--- src/rtl/seg_xlat_pkg.sv ---
package seg_xlat_pkg;

  localparam int SEL_W       = 16;
  localparam int ADDR_W      = 32;
  localparam int SEL_IDX_W   = 13;
  localparam int SEL_IDX_LSB = 3;
  localparam int SEL_TBL_BIT = 2;
  localparam int REAL_SHIFT  = 4;

  typedef enum logic {
    TBL_GLOBAL = 1'b0,
    TBL_LOCAL  = 1'b1
  } tbl_sel_e;

  typedef struct packed {
    logic [SEL_IDX_W-1:0] idx;
    logic                 tbl;
    logic [1:0]           rpl;
  } selector_t;

  typedef struct packed {
    logic              valid;
    logic [ADDR_W-1:0] addr;
    logic              xlat;
    logic              err;
  } xlat_result_t;

  function automatic selector_t split_sel(input logic [SEL_W-1:0] s);
    selector_t r;
    r.idx = s[SEL_W-1:SEL_IDX_LSB];
    r.tbl = s[SEL_TBL_BIT];
    r.rpl = s[1:0];
    return r;
  endfunction

endpackage

--- src/rtl/seg_base_table.sv ---
module seg_base_table #(
  parameter int DEPTH  = 8,
  parameter int DATA_W = 32,
  localparam int AW    = (DEPTH > 1) ? $clog2(DEPTH) : 1
) (
  input  logic              clk,
  input  logic              we,
  input  logic [AW-1:0]     waddr,
  input  logic [DATA_W-1:0] wdata,
  input  logic [AW-1:0]     raddr,
  output logic [DATA_W-1:0] rdata
);

  localparam logic [AW:0] DEPTH_L = (AW+1)'(DEPTH);

  logic [DATA_W-1:0] mem [DEPTH];
  logic              waddr_ok;
  logic              raddr_ok;

  assign waddr_ok = ({1'b0, waddr} < DEPTH_L);
  assign raddr_ok = ({1'b0, raddr} < DEPTH_L);

  always_ff @(posedge clk) begin
    if (we && waddr_ok) begin
      mem[waddr] <= wdata;
    end
  end

  assign rdata = raddr_ok ? mem[raddr] : '0;

endmodule

--- src/rtl/seg_base_lookup.sv ---
module seg_base_lookup
  import seg_xlat_pkg::*;
#(
  parameter int DEPTH = 8,
  localparam int AW   = (DEPTH > 1) ? $clog2(DEPTH) : 1
) (
  input  logic [SEL_IDX_W-1:0] sel_idx,
  input  logic                 sel_tbl,
  input  logic [ADDR_W-1:0]    glb_rdata,
  input  logic [ADDR_W-1:0]    loc_rdata,
  output logic [AW-1:0]        rd_addr,
  output logic [ADDR_W-1:0]    base,
  output logic                 out_of_range
);

  localparam logic [SEL_IDX_W:0] DEPTH_L = (SEL_IDX_W+1)'(DEPTH);

  tbl_sel_e          which;
  logic [ADDR_W-1:0] picked;

  assign rd_addr      = sel_idx[AW-1:0];
  assign out_of_range = ({1'b0, sel_idx} >= DEPTH_L);
  assign which        = tbl_sel_e'(sel_tbl);

  always_comb begin
    unique case (which)
      TBL_LOCAL:  picked = loc_rdata;
      default:    picked = glb_rdata;
    endcase
  end

  assign base = out_of_range ? '0 : picked;

endmodule

--- src/rtl/seg_addr_gen.sv ---
module seg_addr_gen
  import seg_xlat_pkg::*;
(
  input  logic              prot_mode,
  input  logic [SEL_W-1:0]  sel,
  input  logic [ADDR_W-1:0] offset,
  input  logic [ADDR_W-1:0] prot_base,
  output logic [ADDR_W-1:0] linear
);

  logic [ADDR_W-1:0] real_base;
  logic [ADDR_W-1:0] seg_part;

  assign real_base = ADDR_W'(sel) << REAL_SHIFT;
  assign seg_part  = prot_mode ? prot_base : real_base;
  assign linear    = seg_part + offset;

endmodule

--- src/rtl/seg_xlat_top.sv ---
module seg_xlat_top
  import seg_xlat_pkg::*;
#(
  parameter int DEPTH = 8,
  localparam int IDX_W = (DEPTH > 1) ? $clog2(DEPTH) : 1
) (
  input  logic             clk,
  input  logic             rst,
  input  logic             req_valid,
  input  logic             prot_mode,
  input  logic [15:0]      sel,
  input  logic [31:0]      offset,
  input  logic             paging_en,
  input  logic             wr_en,
  input  logic             wr_local,
  input  logic [IDX_W-1:0] wr_idx,
  input  logic [31:0]      wr_base,
  output logic             out_valid,
  output logic [31:0]      phys_addr,
  output logic             xlat_needed,
  output logic             range_err
);

  localparam int NUM_TBL = 2;

  selector_t         sel_f;
  logic [IDX_W-1:0]  rd_addr;
  logic [ADDR_W-1:0] tbl_rdata [NUM_TBL];
  logic [ADDR_W-1:0] prot_base;
  logic              oor;
  logic [ADDR_W-1:0] linear;
  xlat_result_t      res_q;

  assign sel_f = split_sel(sel);

  for (genvar g = 0; g < NUM_TBL; g++) begin : g_tbl
    logic tbl_we;
    assign tbl_we = wr_en && (wr_local == g[0]);
    seg_base_table #(
      .DEPTH  (DEPTH),
      .DATA_W (ADDR_W)
    ) tbl_i (
      .clk   (clk),
      .we    (tbl_we),
      .waddr (wr_idx),
      .wdata (wr_base),
      .raddr (rd_addr),
      .rdata (tbl_rdata[g])
    );
  end

  seg_base_lookup #(
    .DEPTH (DEPTH)
  ) lookup_i (
    .sel_idx      (sel_f.idx),
    .sel_tbl      (sel_f.tbl),
    .glb_rdata    (tbl_rdata[TBL_GLOBAL]),
    .loc_rdata    (tbl_rdata[TBL_LOCAL]),
    .rd_addr      (rd_addr),
    .base         (prot_base),
    .out_of_range (oor)
  );

  seg_addr_gen gen_i (
    .prot_mode (prot_mode),
    .sel       (sel),
    .offset    (offset),
    .prot_base (prot_base),
    .linear    (linear)
  );

  always_ff @(posedge clk) begin
    if (rst) begin
      res_q <= '0;
    end else begin
      res_q.valid <= req_valid;
      res_q.xlat  <= req_valid && paging_en;
      res_q.err   <= req_valid && prot_mode && oor;
      if (req_valid) begin
        res_q.addr <= linear;
      end
    end
  end

  assign out_valid   = res_q.valid;
  assign phys_addr   = res_q.addr;
  assign xlat_needed = res_q.xlat;
  assign range_err   = res_q.err;

endmodule

--- config.mk ---
export PLATFORM = sky130hd
export DESIGN_NAME = seg_xlat_top
export DESIGN_NICKNAME = d
export VERILOG_FILES = /design/src/rtl/seg_xlat_pkg.sv /design/src/rtl/seg_base_table.sv /design/src/rtl/seg_base_lookup.sv /design/src/rtl/seg_addr_gen.sv /design/src/rtl/seg_xlat_top.sv
export SDC_FILE = /design/constraint.sdc
export NUM_CORES = 1
export LEC_CHECK = 0
export ABC_CLOCK_PERIOD_IN_PS = 8200
export BUFFER_PORTS_ARGS = -buffer_cell sky130_fd_sc_hd__buf_2
export CAP_MARGIN = 20
export CORE_ASPECT_RATIO = 1.25
export CORE_MARGIN = 10
export CORE_UTILIZATION = 60
export DETAILED_ROUTE_END_ITERATION = 16
export GPL_TIMING_DRIVEN = 0
export PLACE_DENSITY = 0.88
export REMOVE_ABC_BUFFERS = 1
export SYNTH_ARGS = -nofsm -noshare
export SYNTH_HDL_FRONTEND = slang
export SYNTH_SLANG_ARGS = --single-unit
--- constraint.sdc ---
create_clock -name clk -period 8.2 [get_ports clk]
set_clock_uncertainty 0.2 [all_clocks]
set_input_delay 2.46 -clock clk [delete_from_list [all_inputs] [get_ports clk]]
set_output_delay 2.46 -clock clk [all_outputs]
set_load 0.02 [all_outputs]
==> flow_summary.yaml, run 1 <==
routing:
  drt_first_iter_violations: 1736
  met2WireLength_um: 29800
  wire_length_on_met1_um: 20200
  post-route-drc-count: 0
  post_drt_via_cell_ratio: 6.92
  maxUsedRoutingLayer: "met5"
  detail-route-antenna-nets: 0
  wl_per_cell_um: 31.9
  drt-total-wl_um: 58600
  detailroute.wirelength.met3_um: 6070
  routed-via-count: 12701
  firstDrtPassIters: 5
sta:
  finalHoldViolCount: 0
  grt_setup_unrepaired: "false"
  worstMarginPinSlew_ns: 1.07
  relSlewSlack: 0.279
  period_minus_slack_ns: 7.71
  finalMaxSlewViolations: 0
  timing.final.crit_share: 0.941
  worst_path_setup_slack_after_routing_ns: 0.486
  finalSetupViolations: 0
  timing.fmax_mhz: 130
  accumulated_negative_setup_slack_ns: 0
global_route:
  antenna_found_initial: 3
  global_route_wire_length_before_repair_um: 86400
  gr-usage-all-layers: 0.253
  globalRouteOverflowTotal: 0
  number_of_global_route_vias_before_repair: 13167
  grt_max_degree: 76
clock_network:
  cts.hold.buffers_added: 0
  htreeDepth: 2
  cts.sinks: 547
  cts.reportedPaths.clkPinSlew_ns: 0.06
  numCtsBuffers: 50
  clk_root_buffer_cell: "sky130_fd_sc_hd__clkbuf_16"
  tritoncts: "built"
  worst_skew_pair.late_latency_ns: 0.59
  cts_buffer_depth: 3
  number_of_buffers_added_for_setup_after_cts: 0
  post_cts_resize_count: 0
pwr:
  power.internal_w: 0.00465
  p_sw_frac: 0.218
  power.share.sequential: 0.528
  p_per_area_nw_per_um2: 230
  p_comb_frac: 0.076
  design_power_total_w: 0.00595
  p_leak_nw: 8.79
  p_clk_frac: 0.397
  switching_power_w: 0.00130
  vdd_drop_max_uv: 202
setup_path:
  worst-r2r-setup-slack_ns: 3.67
  critPathMaxStageDelay_ns: 0.92
  regToRegEndpoint: "phys_addr[26]"
  cp_cell_sequence: "buf_2 -> nor4_1 -> nand3_1 -> nor2_4 -> and2_1 -> ha_1 -> inv_1 -> fa_1 -> nor2b_1 -> o31ai_2 -> a2111oi_2 -> or2_1 -> a31oi_4 -> o21ai_1 -> a31oi_1 -> or3_1"
  cpMaxStageDelayCell: "sky130_fd_sc_hd__nor4_1"
  cp.buffers_inverters: 2
  reg2regPathDepth: 12
  critical_path_cell_count: 16
  critical_path.startpoint_type: "input port"
  worstSetupEndpointType: "flip-flop"
  cp.arrival_ns: 7.96
  crit_path_max_delay_family: "simple AND/OR/NAND/NOR gates"
  regToRegStartpoint: "g_tbl[0].tbl_i.mem[4][7]"
  timing.critical_path.fanout_max: 29
  worstPathRequired_ns: 8.44
  timing.setup.critical_path_class: "input port to flip-flop"
synth:
  yosys_warns: 0
  syn_area_per_cell_sq_um: 19.5
  edff_count_synth: 512
  asyncSetResetFlopFracSynth: 0
  synth_area_sq_um: 22600
  synth.distinct_cells: 66
  yosysSeqAreaShare: 0.712
  synthCells: 1156
  synth_ff_type: "sky130_fd_sc_hd__edfxtp_1"
  number_of_synthesized_register_bits: 547
floorplan:
  core_region_area_sq_um: 37200
  horizontal_die_dimension_um: 193
  dieArea_sq_um: 45800
  row_count: 79
  io_pins: 125
  floorplan.die.height_um: 237
  floorplan.initialDensity: 0.607
final_layout:
  final_common_cell: "sky130_fd_sc_hd__edfxtp_1"
  most-common-layout-cells: "sky130_fd_sc_hd__edfxtp_1, sky130_fd_sc_hd__mux4_2, sky130_fd_sc_hd__buf_2"
  seqCellArea_sq_um: 16100
  footprint_of_the_multi_input_gates_sq_um: 6320
  nets: 1430
  postLayoutCoreUtil: 0.696
  drive_above_1_share: 0.309
  area_delta_synth_final_pct: 14.7
  fillCellCount: 2207
placed_design:
  place_worst_setup_slack_ns: 0.212
  place_hpwl_um: 35100
  numPortBuffers: 124
  gpl_wtd_cong: 0.891
job:
  maxCapViolations: 0
status:
  outcome: "completed"
min_path:
  min_delay_path_depth: 2
  worst_hold_path_type: "flip-flop to flip-flop"
  holdCritStartpoint: "phys_addr[4]"
  hold-path-endpoint: "phys_addr[4]"
state kept, by name, summed over array words and instances (netlist names):
| signal | count |
|---|---|
| out_valid | 1 |
| g_tbl.tbl_i.mem | 512 |
| phys_addr | 32 |
| xlat_needed | 1 |
| range_err | 1 |
cell families (layout without fill, tap and decap cells):
logic type | Yosys count | count (layout) | share of synthesized area
multiplexers | 177 | 177 | 0.166
AND/OR/NAND/NOR | 178 | 178 | 0.0399
XOR/XNOR | 18 | 18 | 0.00782
adder cells (fa/ha/maj) | 34 | 34 | 0.0192
buffers and inverters | 67 | 257 | 0.0128
flip-flops | 547 | 547 | 0.712
other | 0 | 4 | 0
AO/OA/AOI/OAI | 135 | 135 | 0.0420
per-stage QoR:
stage               hold WS (ns)  instance area [sq um]  instances
finish                     0.266                  25900       1836
floorplan                  0.335                  22300       1099
detailed placement         0.252                  24200       1740
CTS                        0.265                  25900       1832
global route               0.286                  25900       1833
global placement           0.248                  23500       1709
synth_stat cells, drive strengths merged (14+ instances only):
library cell / count / area (sq um)
nand3: 14 / 70.1
a21o: 17 / 128
dfxtp: 35 / 701
xnor2: 14 / 141
mux4: 157 / 3540
a22o: 14 / 123
nor2: 48 / 180
mux2i: 20 / 200
nand2: 39 / 146
and2: 16 / 100
edfxtp: 512 / 15400
buf: 27 / 138
a21oi: 36 / 180
ha: 33 / 413
clkbuf: 30 / 113
o21ai: 21 / 109
worst min-delay path, stage by stage, from the launching register on:
cell,delay [ns]
sky130_fd_sc_hd__dfxtp_1,0.31
sky130_fd_sc_hd__nand2_1,0.06
sky130_fd_sc_hd__a21oi_1,0.05
metal layers:
metal,GRT usage,up-vias
met3,0.0561,185
met4,0.112,2
met5,0,-
met2,0.422,948
li1,-,5096
met1,0.314,6470
layout make-up:
type,count,share of cell area
Timing Repair Buffer,155,0.0457
Clock buffer,65,0.0521
Sequential cell,547,0.621
Inverter,10,0.00145
Clock inverter,27,0.0115
Tap cell,486,0.0235
Multi-Input combinational cell,542,0.244
Antenna cell,4,0.000387
power groups by stage:
stage                     clock network (W)  logic (W)  registers (W)
final                               0.00236   0.000450        0.00314
after global routing                0.00249   0.000476        0.00314
after CTS                           0.00238   0.000445        0.00314
after detailed placement                  0   0.000434        0.00320
after global placement                    0   0.000417        0.00320
after floorplan                           0   0.000215        0.00321
worst max-delay path by stage:
stage / from / to / slack, ns
6_report: sel[6] / phys_addr[26] / 0.49
5_1_grt: sel[6] / phys_addr[26] / 0.36
4_1_cts: sel[6] / phys_addr[26] / 0.64
3_5_place_dp: sel[6] / phys_addr[26] / 0.21
3_3_place_gp: sel[3] / phys_addr[26] / -1.81
2_1_floorplan: sel[7] / phys_addr[26] / 1.74
(Power assumes the default switching activity.)
==> run 2: changes to the inputs <==
- CORE_ASPECT_RATIO: 1.25 -> unset
==> run 2 against run 1 <==
  * Maximum frequency increased by 6.0%
  * Global-route usage decreased by 0.59 points
  * Design area up 0.42%
  * Flip-flop and latch count unchanged
==> flow_summary.yaml, run 2 (synthesized netlist as in run 1, its figures left out) <==
sta:
  relSlewSlack: 0.359
  fin_worst_hold_slack_ns: 0.279
  finalHoldViolCount: 0
  finalMaxSlewViolations: 0
  timing.fmax_mhz: 137
  timing.final.crit_share: 0.888
  worstMarginPinSlew_ns: 0.958
  finalSetupViolations: 0
  grt_setup_unrepaired: "false"
  period_minus_slack_ns: 7.28
setup_path:
  critical_path.startpoint_type: "input port"
  regToRegEndpoint: "phys_addr[26]"
  timing.setup.critical_path_class: "input port to flip-flop"
  critPathMaxStageDelay_ns: 0.78
  regToRegStartpoint: "g_tbl[1].tbl_i.mem[6][0]"
  cp.arrival_ns: 7.55
  cpMaxStageDelayCell: "sky130_fd_sc_hd__nor4_1"
  worstSetupEndpointType: "flip-flop"
  cp_cell_sequence: "buf_2 -> nor4_1 -> nand3_1 -> nor2_2 -> buf_16 -> and2_1 -> ha_1 -> inv_1 -> fa_1 -> nor2b_1 -> o31ai_2 -> a2111oi_2 -> or2_1 -> a31oi_4 -> o21ai_1 -> a31oi_1 -> or3_1"
  worst-r2r-setup-slack_ns: 3.83
  worstPathRequired_ns: 8.47
  timing.critical_path.fanout_max: 15
  reg2regPathDepth: 14
floorplan:
  row_count: 70
  core_region_area_sq_um: 36900
  io_pins: 125
  floorplan.die.height_um: 214
  floorplan.initialDensity: 0.612
  horizontal_die_dimension_um: 214
  dieArea_sq_um: 45800
final_layout:
  area_delta_synth_final_pct: 15.2
  nets: 1435
  registers.top_by_ff_count: "g_tbl.tbl_i.mem"
  fillCellCount: 2148
  most-common-layout-cells: "sky130_fd_sc_hd__edfxtp_1, sky130_fd_sc_hd__mux4_2, sky130_fd_sc_hd__buf_2"
  drive_above_1_share: 0.313
  final_common_cell: "sky130_fd_sc_hd__edfxtp_1"
  seqCellArea_sq_um: 16100
  footprint_of_the_multi_input_gates_sq_um: 6310
  largest_reg_flops: 512
pwr:
  p_clk_frac: 0.398
  vdd_drop_max_uv: 180
  p_sw_frac: 0.223
  power.share.sequential: 0.527
  p_leak_nw: 8.84
  power.internal_w: 0.00463
  design_power_total_w: 0.00596
  p_comb_frac: 0.075
  p_per_area_nw_per_um2: 229
  switching_power_w: 0.00133
placed_design:
  gpl_wtd_cong: 0.843
  numPortBuffers: 124
  place_hpwl_um: 35900
min_path:
  min_delay_path_depth: 2
  hold-path-endpoint: "phys_addr[4]"
  holdCritStartpoint: "phys_addr[4]"
  worst_hold_path_type: "flip-flop to flip-flop"
clock_network:
  number_of_buffers_added_for_setup_after_cts: 0
  numCtsBuffers: 52
  htreeDepth: 2
  tritoncts: "built"
  cts.sinks: 547
  post_cts_resize_count: 0
  cts.reportedPaths.clkPinSlew_ns: 0.06
  cts_buffer_depth: 3
  worst_skew_pair.late_latency_ns: 0.59
  clk_root_buffer_cell: "sky130_fd_sc_hd__clkbuf_16"
  cts.hold.buffers_added: 0
status:
  outcome: "completed"
routing:
  wl_per_cell_um: 30.6
  routed-via-count: 12380
  post-route-drc-count: 0
  drt-total-wl_um: 56900
  post_drt_via_cell_ratio: 6.66
  drt_first_iter_violations: 1592
  firstDrtPassIters: 9
  detail-route-antenna-nets: 0
global_route:
  global_route_wire_length_before_repair_um: 84100
  antenna_found_initial: 6
  grt_max_degree: 77
  globalRouteOverflowTotal: 0
  number_of_global_route_vias_before_repair: 12762
  gr-usage-all-layers: 0.247
job:
  maxCapViolations: 0
-- run 2: power groups by stage --
stage,logic [W],registers [W],clock network (W)
6_report,0.000446,0.00314,0.00237
5_1_grt,0.000473,0.00314,0.00250
2_1_floorplan,0.000215,0.00321,0
3_3_place_gp,0.000419,0.00320,0
4_1_cts,0.000443,0.00314,0.00238
3_5_place_dp,0.000436,0.00320,0
-- run 2: area by class of cell --
cell class              count  area share
clock buffers              56      0.0506
well taps                 504      0.0243
inverters                  10     0.00144
multi-input cells         542       0.243
flip-flops and latches    547       0.619
clock inverters            40      0.0142
diodes                      1   0.0000963
repair buffers            158      0.0479
-- run 2: layer usage --
metal  track usage  wire, um
met1         0.322     20100
met2         0.404     28500
met3        0.0602      6490
met4        0.0802      1800
met5             0        43
-- run 2: through the flow --
step | setup WS, ns | instance area, sq um | utilization | cells | setup TNS [ns]
3_3_place_gp | -1.80 | 23600 | 0.639 | 1727 | -71.94
6_report | 0.920 | 26000 | 0.705 | 1858 | 0
2_1_floorplan | 1.74 | 22300 | - | 1099 | 0
5_1_grt | 0.704 | 26000 | 0.705 | 1857 | 0
3_5_place_dp | 0.563 | 24300 | 0.659 | 1761 | 0
4_1_cts | 1.05 | 26000 | 0.705 | 1857 | 0
-- run 2: how the worst max path moves through the flow --
| stage | depth (start not counted) | to | from | slack, ns |
|---|---|---|---|---|
| final | 17 | phys_addr[26] | sel[9] | 0.92 |
| after floorplan | 15 | phys_addr[26] | sel[7] | 1.74 |
| after detailed placement | 17 | phys_addr[26] | sel[6] | 0.56 |
| after CTS | 17 | phys_addr[26] | sel[6] | 1.05 |
| after global routing | 17 | phys_addr[26] | sel[6] | 0.70 |
| after global placement | 13 | phys_addr[29] | sel[3] | -1.80 |
-- run 2: worst max-delay path, delay by kind of cell --
kind            cells  cell delay, ns
buf+inv             3            0.44
simple gates        7            2.85
compound gates      5            1.17
fa+ha+maj           2            0.61
